**src/rtl/spi_fifo_pkg.sv**
```systemverilog
package spi_fifo_pkg;
  localparam int REG_AW = 4;
  localparam int IRQ_W  = 7;
  localparam int STAT_W = 6;

  // register word addresses
  localparam logic [REG_AW-1:0] A_CTRL  = 4'd0;
  localparam logic [REG_AW-1:0] A_TXTHR = 4'd1;
  localparam logic [REG_AW-1:0] A_RXTHR = 4'd2;
  localparam logic [REG_AW-1:0] A_TXLVL = 4'd3;
  localparam logic [REG_AW-1:0] A_RXLVL = 4'd4;
  localparam logic [REG_AW-1:0] A_STAT  = 4'd5;
  localparam logic [REG_AW-1:0] A_MASK  = 4'd6;
  localparam logic [REG_AW-1:0] A_MIS   = 4'd7;
  localparam logic [REG_AW-1:0] A_RIS   = 4'd8;
  localparam logic [REG_AW-1:0] A_CLR   = 4'd9;
  localparam logic [REG_AW-1:0] A_TXD   = 4'd10;
  localparam logic [REG_AW-1:0] A_RXD   = 4'd11;

  // interrupt source bit positions
  localparam int IB_TXTHR = 0;
  localparam int IB_TXOVF = 1;
  localparam int IB_RXUNF = 2;
  localparam int IB_RXOVF = 3;
  localparam int IB_RXTHR = 4;
  localparam int IB_CSI   = 6;

  // clear register bit positions
  localparam int CB_ALL   = 0;
  localparam int CB_RXUNF = 1;
  localparam int CB_RXOVF = 2;
  localparam int CB_TXOVF = 3;

  // status bit positions
  localparam int SB_BUSY   = 0;
  localparam int SB_TXFULL = 1;
  localparam int SB_TXEMP  = 2;
  localparam int SB_RXEMP  = 3;
  localparam int SB_RXFULL = 4;
  localparam int SB_SLVTX  = 5;
endpackage

```
**src/rtl/spi_sfifo.sv**
```systemverilog
module spi_sfifo #(
  parameter int DW    = 16,
  parameter int DEPTH = 32
) (
  input  logic          clk,
  input  logic          rst,
  input  logic          flush,
  input  logic          push,
  input  logic [DW-1:0] wdata,
  input  logic          pop,
  output logic [DW-1:0] rdata,
  output logic [$clog2(DEPTH):0] level,
  output logic          full,
  output logic          empty,
  output logic          push_drop,
  output logic          pop_empty
);
  localparam int PW = $clog2(DEPTH);
  localparam int LW = PW + 1;

  logic [DW-1:0] mem [DEPTH];
  logic [PW-1:0] wr_ptr, rd_ptr;
  logic [LW-1:0] cnt;
  logic          push_ok, pop_ok;

  assign full      = (cnt == LW'(DEPTH));
  assign empty     = (cnt == '0);
  assign push_ok   = push && !full;
  assign pop_ok    = pop && !empty;
  assign push_drop = push && full;
  assign pop_empty = pop && empty;
  assign level     = cnt;

  // storage: write port only, read through a register for RAM inference
  always_ff @(posedge clk) begin
    if (push_ok && !flush) mem[wr_ptr] <= wdata;
  end

  always_ff @(posedge clk) begin
    if (rst) begin
      rdata <= '0;
    end else if (pop) begin
      rdata <= pop_ok ? mem[rd_ptr] : '0;
    end
  end

  always_ff @(posedge clk) begin
    if (rst || flush) begin
      wr_ptr <= '0;
      rd_ptr <= '0;
      cnt    <= '0;
    end else begin
      if (push_ok) wr_ptr <= (wr_ptr == PW'(DEPTH - 1)) ? '0 : wr_ptr + 1'b1;
      if (pop_ok)  rd_ptr <= (rd_ptr == PW'(DEPTH - 1)) ? '0 : rd_ptr + 1'b1;
      cnt <= cnt + LW'(push_ok) - LW'(pop_ok);
    end
  end
endmodule

```
**src/rtl/spi_irq_core.sv**
```systemverilog
module spi_irq_core
  import spi_fifo_pkg::*;
(
  input  logic             clk,
  input  logic             rst,
  input  logic             tx_thr_hit,
  input  logic             rx_thr_hit,
  input  logic             tx_ovf_set,
  input  logic             rx_unf_set,
  input  logic             rx_ovf_set,
  input  logic             cs_set,
  input  logic             clr_stb,
  input  logic [3:0]       clr_bits,
  input  logic [IRQ_W-1:0] mask,
  output logic [IRQ_W-1:0] raw,
  output logic [IRQ_W-1:0] masked,
  output logic             irq
);
  logic tx_ovf_q, rx_unf_q, rx_ovf_q, cs_q;
  logic clr_all, clr_txovf, clr_rxunf, clr_rxovf;

  assign clr_all   = clr_stb && clr_bits[CB_ALL];
  assign clr_txovf = clr_all || (clr_stb && clr_bits[CB_TXOVF]);
  assign clr_rxunf = clr_all || (clr_stb && clr_bits[CB_RXUNF]);
  assign clr_rxovf = clr_all || (clr_stb && clr_bits[CB_RXOVF]);

  // sticky flags: a set in the same cycle overrides a clear
  always_ff @(posedge clk) begin
    if (rst) begin
      tx_ovf_q <= 1'b0;
      rx_unf_q <= 1'b0;
      rx_ovf_q <= 1'b0;
      cs_q     <= 1'b0;
    end else begin
      tx_ovf_q <= tx_ovf_set || (tx_ovf_q && !clr_txovf);
      rx_unf_q <= rx_unf_set || (rx_unf_q && !clr_rxunf);
      rx_ovf_q <= rx_ovf_set || (rx_ovf_q && !clr_rxovf);
      cs_q     <= cs_set     || (cs_q && !clr_all);
    end
  end

  always_comb begin
    raw           = '0;
    raw[IB_TXTHR] = tx_thr_hit;
    raw[IB_TXOVF] = tx_ovf_q;
    raw[IB_RXUNF] = rx_unf_q;
    raw[IB_RXOVF] = rx_ovf_q;
    raw[IB_RXTHR] = rx_thr_hit;
    raw[IB_CSI]   = cs_q;
  end

  assign masked = raw & mask;

  always_ff @(posedge clk) begin
    if (rst) irq <= 1'b0;
    else     irq <= |masked;
  end
endmodule

```
**src/rtl/spi_fifo_irq_unit.sv**
```systemverilog
module spi_fifo_irq_unit
  import spi_fifo_pkg::*;
#(
  parameter int DEPTH = 32,
  parameter int DW    = 16
) (
  input  logic              clk,
  input  logic              rst,
  input  logic              reg_valid,
  input  logic              reg_write,
  input  logic [REG_AW-1:0] reg_addr,
  input  logic [31:0]       reg_wdata,
  output logic [31:0]       reg_rdata,
  output logic              reg_rvalid,
  output logic              eng_enable,
  input  logic              eng_tx_pop,
  output logic [DW-1:0]     eng_tx_data,
  output logic              eng_tx_avail,
  input  logic              eng_rx_push,
  input  logic [DW-1:0]     eng_rx_data,
  input  logic              eng_busy,
  input  logic              eng_slv_tx_busy,
  input  logic              eng_cs_inactive,
  output logic              irq
);
  localparam int LW = $clog2(DEPTH) + 1;

  logic             en_q;
  logic [LW-1:0]    tx_thr_q, rx_thr_q;
  logic [IRQ_W-1:0] mask_q;
  logic [31:0]      rdata_q;
  logic             sel_rx_q, rvalid_q;

  logic             wr_stb, rd_stb, flush;
  logic             tx_push, rx_pop;
  logic [LW-1:0]    tx_level, rx_level;
  logic             tx_full, tx_empty, rx_full, rx_empty;
  logic             tx_drop, tx_pop_empty, rx_drop, rx_unf;
  logic [DW-1:0]    rx_rd;
  logic [STAT_W-1:0] status;
  logic [IRQ_W-1:0] raw_flags, masked_flags;

  assign wr_stb  = reg_valid && reg_write;
  assign rd_stb  = reg_valid && !reg_write;
  assign flush   = wr_stb && (reg_addr == A_CTRL) && !reg_wdata[0];
  assign tx_push = wr_stb && (reg_addr == A_TXD);
  assign rx_pop  = rd_stb && (reg_addr == A_RXD);

  spi_sfifo #(.DW(DW), .DEPTH(DEPTH)) u_txq (
    .clk(clk), .rst(rst), .flush(flush),
    .push(tx_push), .wdata(reg_wdata[DW-1:0]),
    .pop(eng_tx_pop), .rdata(eng_tx_data),
    .level(tx_level), .full(tx_full), .empty(tx_empty),
    .push_drop(tx_drop), .pop_empty(tx_pop_empty)
  );

  spi_sfifo #(.DW(DW), .DEPTH(DEPTH)) u_rxq (
    .clk(clk), .rst(rst), .flush(flush),
    .push(eng_rx_push), .wdata(eng_rx_data),
    .pop(rx_pop), .rdata(rx_rd),
    .level(rx_level), .full(rx_full), .empty(rx_empty),
    .push_drop(rx_drop), .pop_empty(rx_unf)
  );

  spi_irq_core u_irq (
    .clk(clk), .rst(rst),
    .tx_thr_hit(tx_level <= tx_thr_q),
    .rx_thr_hit(rx_level > rx_thr_q),
    .tx_ovf_set(tx_drop),
    .rx_unf_set(rx_unf),
    .rx_ovf_set(rx_drop && !flush),
    .cs_set(eng_cs_inactive),
    .clr_stb(wr_stb && (reg_addr == A_CLR)),
    .clr_bits(reg_wdata[3:0]),
    .mask(mask_q),
    .raw(raw_flags),
    .masked(masked_flags),
    .irq(irq)
  );

  // control registers; thresholds locked while enabled
  always_ff @(posedge clk) begin
    if (rst) begin
      en_q     <= 1'b0;
      tx_thr_q <= '0;
      rx_thr_q <= '0;
      mask_q   <= '0;
    end else if (wr_stb) begin
      case (reg_addr)
        A_CTRL:  en_q   <= reg_wdata[0];
        A_MASK:  mask_q <= reg_wdata[IRQ_W-1:0];
        A_TXTHR: if (!en_q) tx_thr_q <= reg_wdata[LW-1:0];
        A_RXTHR: if (!en_q) rx_thr_q <= reg_wdata[LW-1:0];
        default: ;
      endcase
    end
  end

  always_comb begin
    status            = '0;
    status[SB_BUSY]   = eng_busy || (en_q && !tx_empty);
    status[SB_TXFULL] = tx_full;
    status[SB_TXEMP]  = tx_empty;
    status[SB_RXEMP]  = rx_empty;
    status[SB_RXFULL] = rx_full;
    status[SB_SLVTX]  = eng_slv_tx_busy;
  end

  // registered read path
  always_ff @(posedge clk) begin
    if (rst) begin
      rdata_q  <= '0;
      sel_rx_q <= 1'b0;
      rvalid_q <= 1'b0;
    end else begin
      rvalid_q <= rd_stb;
      sel_rx_q <= rx_pop;
      if (rd_stb) begin
        case (reg_addr)
          A_CTRL:  rdata_q <= 32'(en_q);
          A_TXTHR: rdata_q <= 32'(tx_thr_q);
          A_RXTHR: rdata_q <= 32'(rx_thr_q);
          A_TXLVL: rdata_q <= 32'(tx_level);
          A_RXLVL: rdata_q <= 32'(rx_level);
          A_STAT:  rdata_q <= 32'(status);
          A_MASK:  rdata_q <= 32'(mask_q);
          A_MIS:   rdata_q <= 32'(masked_flags);
          A_RIS:   rdata_q <= 32'(raw_flags);
          default: rdata_q <= '0;
        endcase
      end
    end
  end

  assign reg_rdata    = sel_rx_q ? 32'(rx_rd) : rdata_q;
  assign reg_rvalid   = rvalid_q;
  assign eng_enable   = en_q;
  assign eng_tx_avail = !tx_empty;
endmodule

```
**config.mk**
```make
export PLATFORM = sky130hd
export DESIGN_NAME = spi_fifo_irq_unit
export DESIGN_NICKNAME = d
export VERILOG_FILES = /design/src/rtl/spi_fifo_pkg.sv /design/src/rtl/spi_sfifo.sv /design/src/rtl/spi_irq_core.sv /design/src/rtl/spi_fifo_irq_unit.sv
export SDC_FILE = /design/constraint.sdc
export NUM_CORES = 1
export LEC_CHECK = 0
export BUFFER_PORTS_ARGS = -buffer_cell sky130_fd_sc_hd__buf_2
export CAP_MARGIN = 10
export CORE_MARGIN = 4
export CORE_UTILIZATION = 56
export CTS_CLUSTER_DIAMETER = 60
export DETAILED_ROUTE_END_ITERATION = 8
export GPL_ROUTABILITY_DRIVEN = 0
export PLACE_DENSITY = 0.75
export SETUP_SLACK_MARGIN = 0.4
export SLEW_MARGIN = 0
export SYNTH_ARGS = -nofsm -noshare
export SYNTH_HDL_FRONTEND = slang
export SYNTH_HIERARCHICAL = 1
export SYNTH_SLANG_ARGS = --single-unit
```
**constraint.sdc**
```tcl
create_clock -name clk -period 2.7 [get_ports clk]
set_input_delay 0.135 -clock clk [delete_from_list [all_inputs] [get_ports clk]]
set_output_delay 0.135 -clock clk [all_outputs]
set_load 0.02 [all_outputs]
```
==> reports/results.tsv <==
stage	metric	value	unit
outcome	status	finished, final reports clean	
route	drt-wirelength-per-cell	28.4	um
sta	drv_slew	0	
sta	rsz0062_at_grt	yes	
global_routing	grt_usage	26.2	%
route	post-route-drc-count	0	
route	routed_wl	114	mm
placed_design	place_area	48000	um^2
job	cap_violations	0	
critical_path	critPathLaunchType	flop	
die	core	80500	um^2
die	core.rowCount	104	
sta	setup_viol	0	
critical_path	cp_data_arrival_time	3070	ps
critical_path	end_kind	flop	
sta	holdWs	7.14	ps
die	die_w	293	um
route	drtAntennaViolNets	0	
critical_path	crit_fanout	3	
route	num_vias	25508	
critical_path	crit_type	flop to flop	
global_routing	antenna_found_initial	3	
layout	nFillCells	5101	
pwr	powerDensity	745	nW/um^2
clock_network	clk_latency	690	ps
global_routing	grt_overflow	0	
sta	final.period_utilization	93.4	%
global_routing	grt_pass1_wl	167	mm
sta	relSlewSlack	35.3	%
pwr	ir_worst_vdd	0.000597	V
sta	fmaxAchievable	397	MHz
global_routing	grt_max_degree	64	
layout	final_common_cell	edfxtp_1	
placed_design	dp_hpwl	67.2	mm
die	start_util	56.6	%
die	die_h	293	um
die	design.die.area	86000	um^2
clock_network	path_clk_slew	60	ps
route	avgViaCountPerCell	6.35	
synth	syn_avg_cell_area	17.6	um^2
clock_network	root_buffer	clkbuf_16	
global_routing	grt_pass1_vias	25932	
placed_design	io_buffers	80	
sta	fin_skew	46.3	ps
route	drt_iter0_markers	2787	
clock_network	htreeDepth	3	
layout	mostFrequentLayoutCells	edfxtp_1, mux2i_1, mux4_2	
layout	area_growth	16.3	%
die	num_io_pins	113	
synth	synth_cells	2597	
layout	drive_gt1_share	26.5	%
layout	post-route-cell-area	53000	um^2
clock_network	cts_tree	built	
layout	fin_nets	2971	
clock_network	cts_buffers	112	
synth	synth_area	45600	um^2
clock_network	cts_max_path_buffers	3	
clock_network	cts_sinks	1132	
min_path	hold_path_class	primary input to flop	
sta	finalCriticalPeriod	2520	ps
synth	synth-warning-count	6	
pwr	p_leak	17.2	nW
route	firstDrtPassIters	5	
critical_path	worstPathRequired	3250	ps
sta	worst_pin_slew	967	ps
sta	hold_viol_final	0	
## state kept, by name (all words and copies together) (netlist names), 5 cells and up, named ones only
register	flops
rdata_q	7
u_rxq/wr_ptr	5
u_txq/rd_ptr	5
u_txq/rdata	16
rx_thr_q	6
u_rxq/mem	512
u_rxq/rd_ptr	5
tx_thr_q	6
u_txq/wr_ptr	5
u_rxq/rdata	16
u_txq/mem	512
u_rxq/level	6
u_txq/level	6
mask_q	7
## metal layers
layer | routed length (um) | up-vias | GRT usage [%]
met2 | 58400 | 1298 | 45.0
met5 | 17 | - | 0
li1 | - | 10851 | -
met1 | 41600 | 13038 | 33.3
met3 | 8880 | 319 | 4.23
met4 | 5260 | 2 | 11.1
## report_power, final
part | switching [mW] | leakage, nW | internal (mW) | total [mW]
combinational | 2.57 | 5.32 | 2.19 | 4.76
clock | 6.37 | 1.77 | 8.78 | 15.2
sequential | 0.235 | 10.1 | 19.4 | 19.6
## layout make-up
class | count | area [um^2] | area share [%]
clock buffers | 161 | 3150 | 5.94
repair buffers | 299 | 2570 | 4.85
multi-input cells | 1279 | 12400 | 23.3
inverters | 40 | 170 | 0.321
flip-flops and latches | 1132 | 32900 | 62.2
well taps | 1060 | 1330 | 2.50
diodes | 2 | 5.00 | 0.00944
clock inverters | 46 | 462 | 0.871
## worst max-delay path, cell delays in order, from the launching register on
cell and delay [ps]:
dfxtp_2 330, inv_4 70, ha_4 110, nor4bb_4 280, nand2b_4 190, inv_4 50, ha_4 250, inv_2 40
ha_4 150, fa_2 370, a21oi_2 150, nor2_1 70, nor2_1 130, xor2_1 160, nor2_1 60
## final timing paths
path,start,end,slack (ps),cells past startpoint
min reg2reg,u_rxq/rd_ptr[4]$_SDFFE_PP0N_,flop,490,2
min,eng_rx_data[0],u_rxq/mem[21][0]$_DFFE_PP_,7,1
max,u_rxq/level[4]$_SDFF_PP0_,u_rxq/level[4]$_SDFF_PP0_,180,14
max reg2reg,u_rxq/level[4]$_SDFF_PP0_,u_rxq/level[4]$_SDFF_PP0_,180,14
## per-stage QoR
stage               TNS [ps]  utilization [%]  power (mW)  instances  setup WS, ps
floorplan                  0                -        22.7       2613           121
global placement           0             59.6        23.9       3737          40.6
detailed placement    -21220             59.6        24.0       3737          -106
CTS                        0             65.3        39.3       3997           234
global route               0             65.8        40.8       4018          48.4
finish                     0             65.8        39.5       4019           178
## timing repair
action                                  4_1_cts  5_1_grt
endpoints found under the hold margin        42        0
endpoints found under the setup margin      926      712
pin swaps                                    20       24
hold buffers                                 14        0
cloned                                       26        3
gates resized for setup                     172       57
setup buffers                                13       17
(Power assumes the default switching activity.)
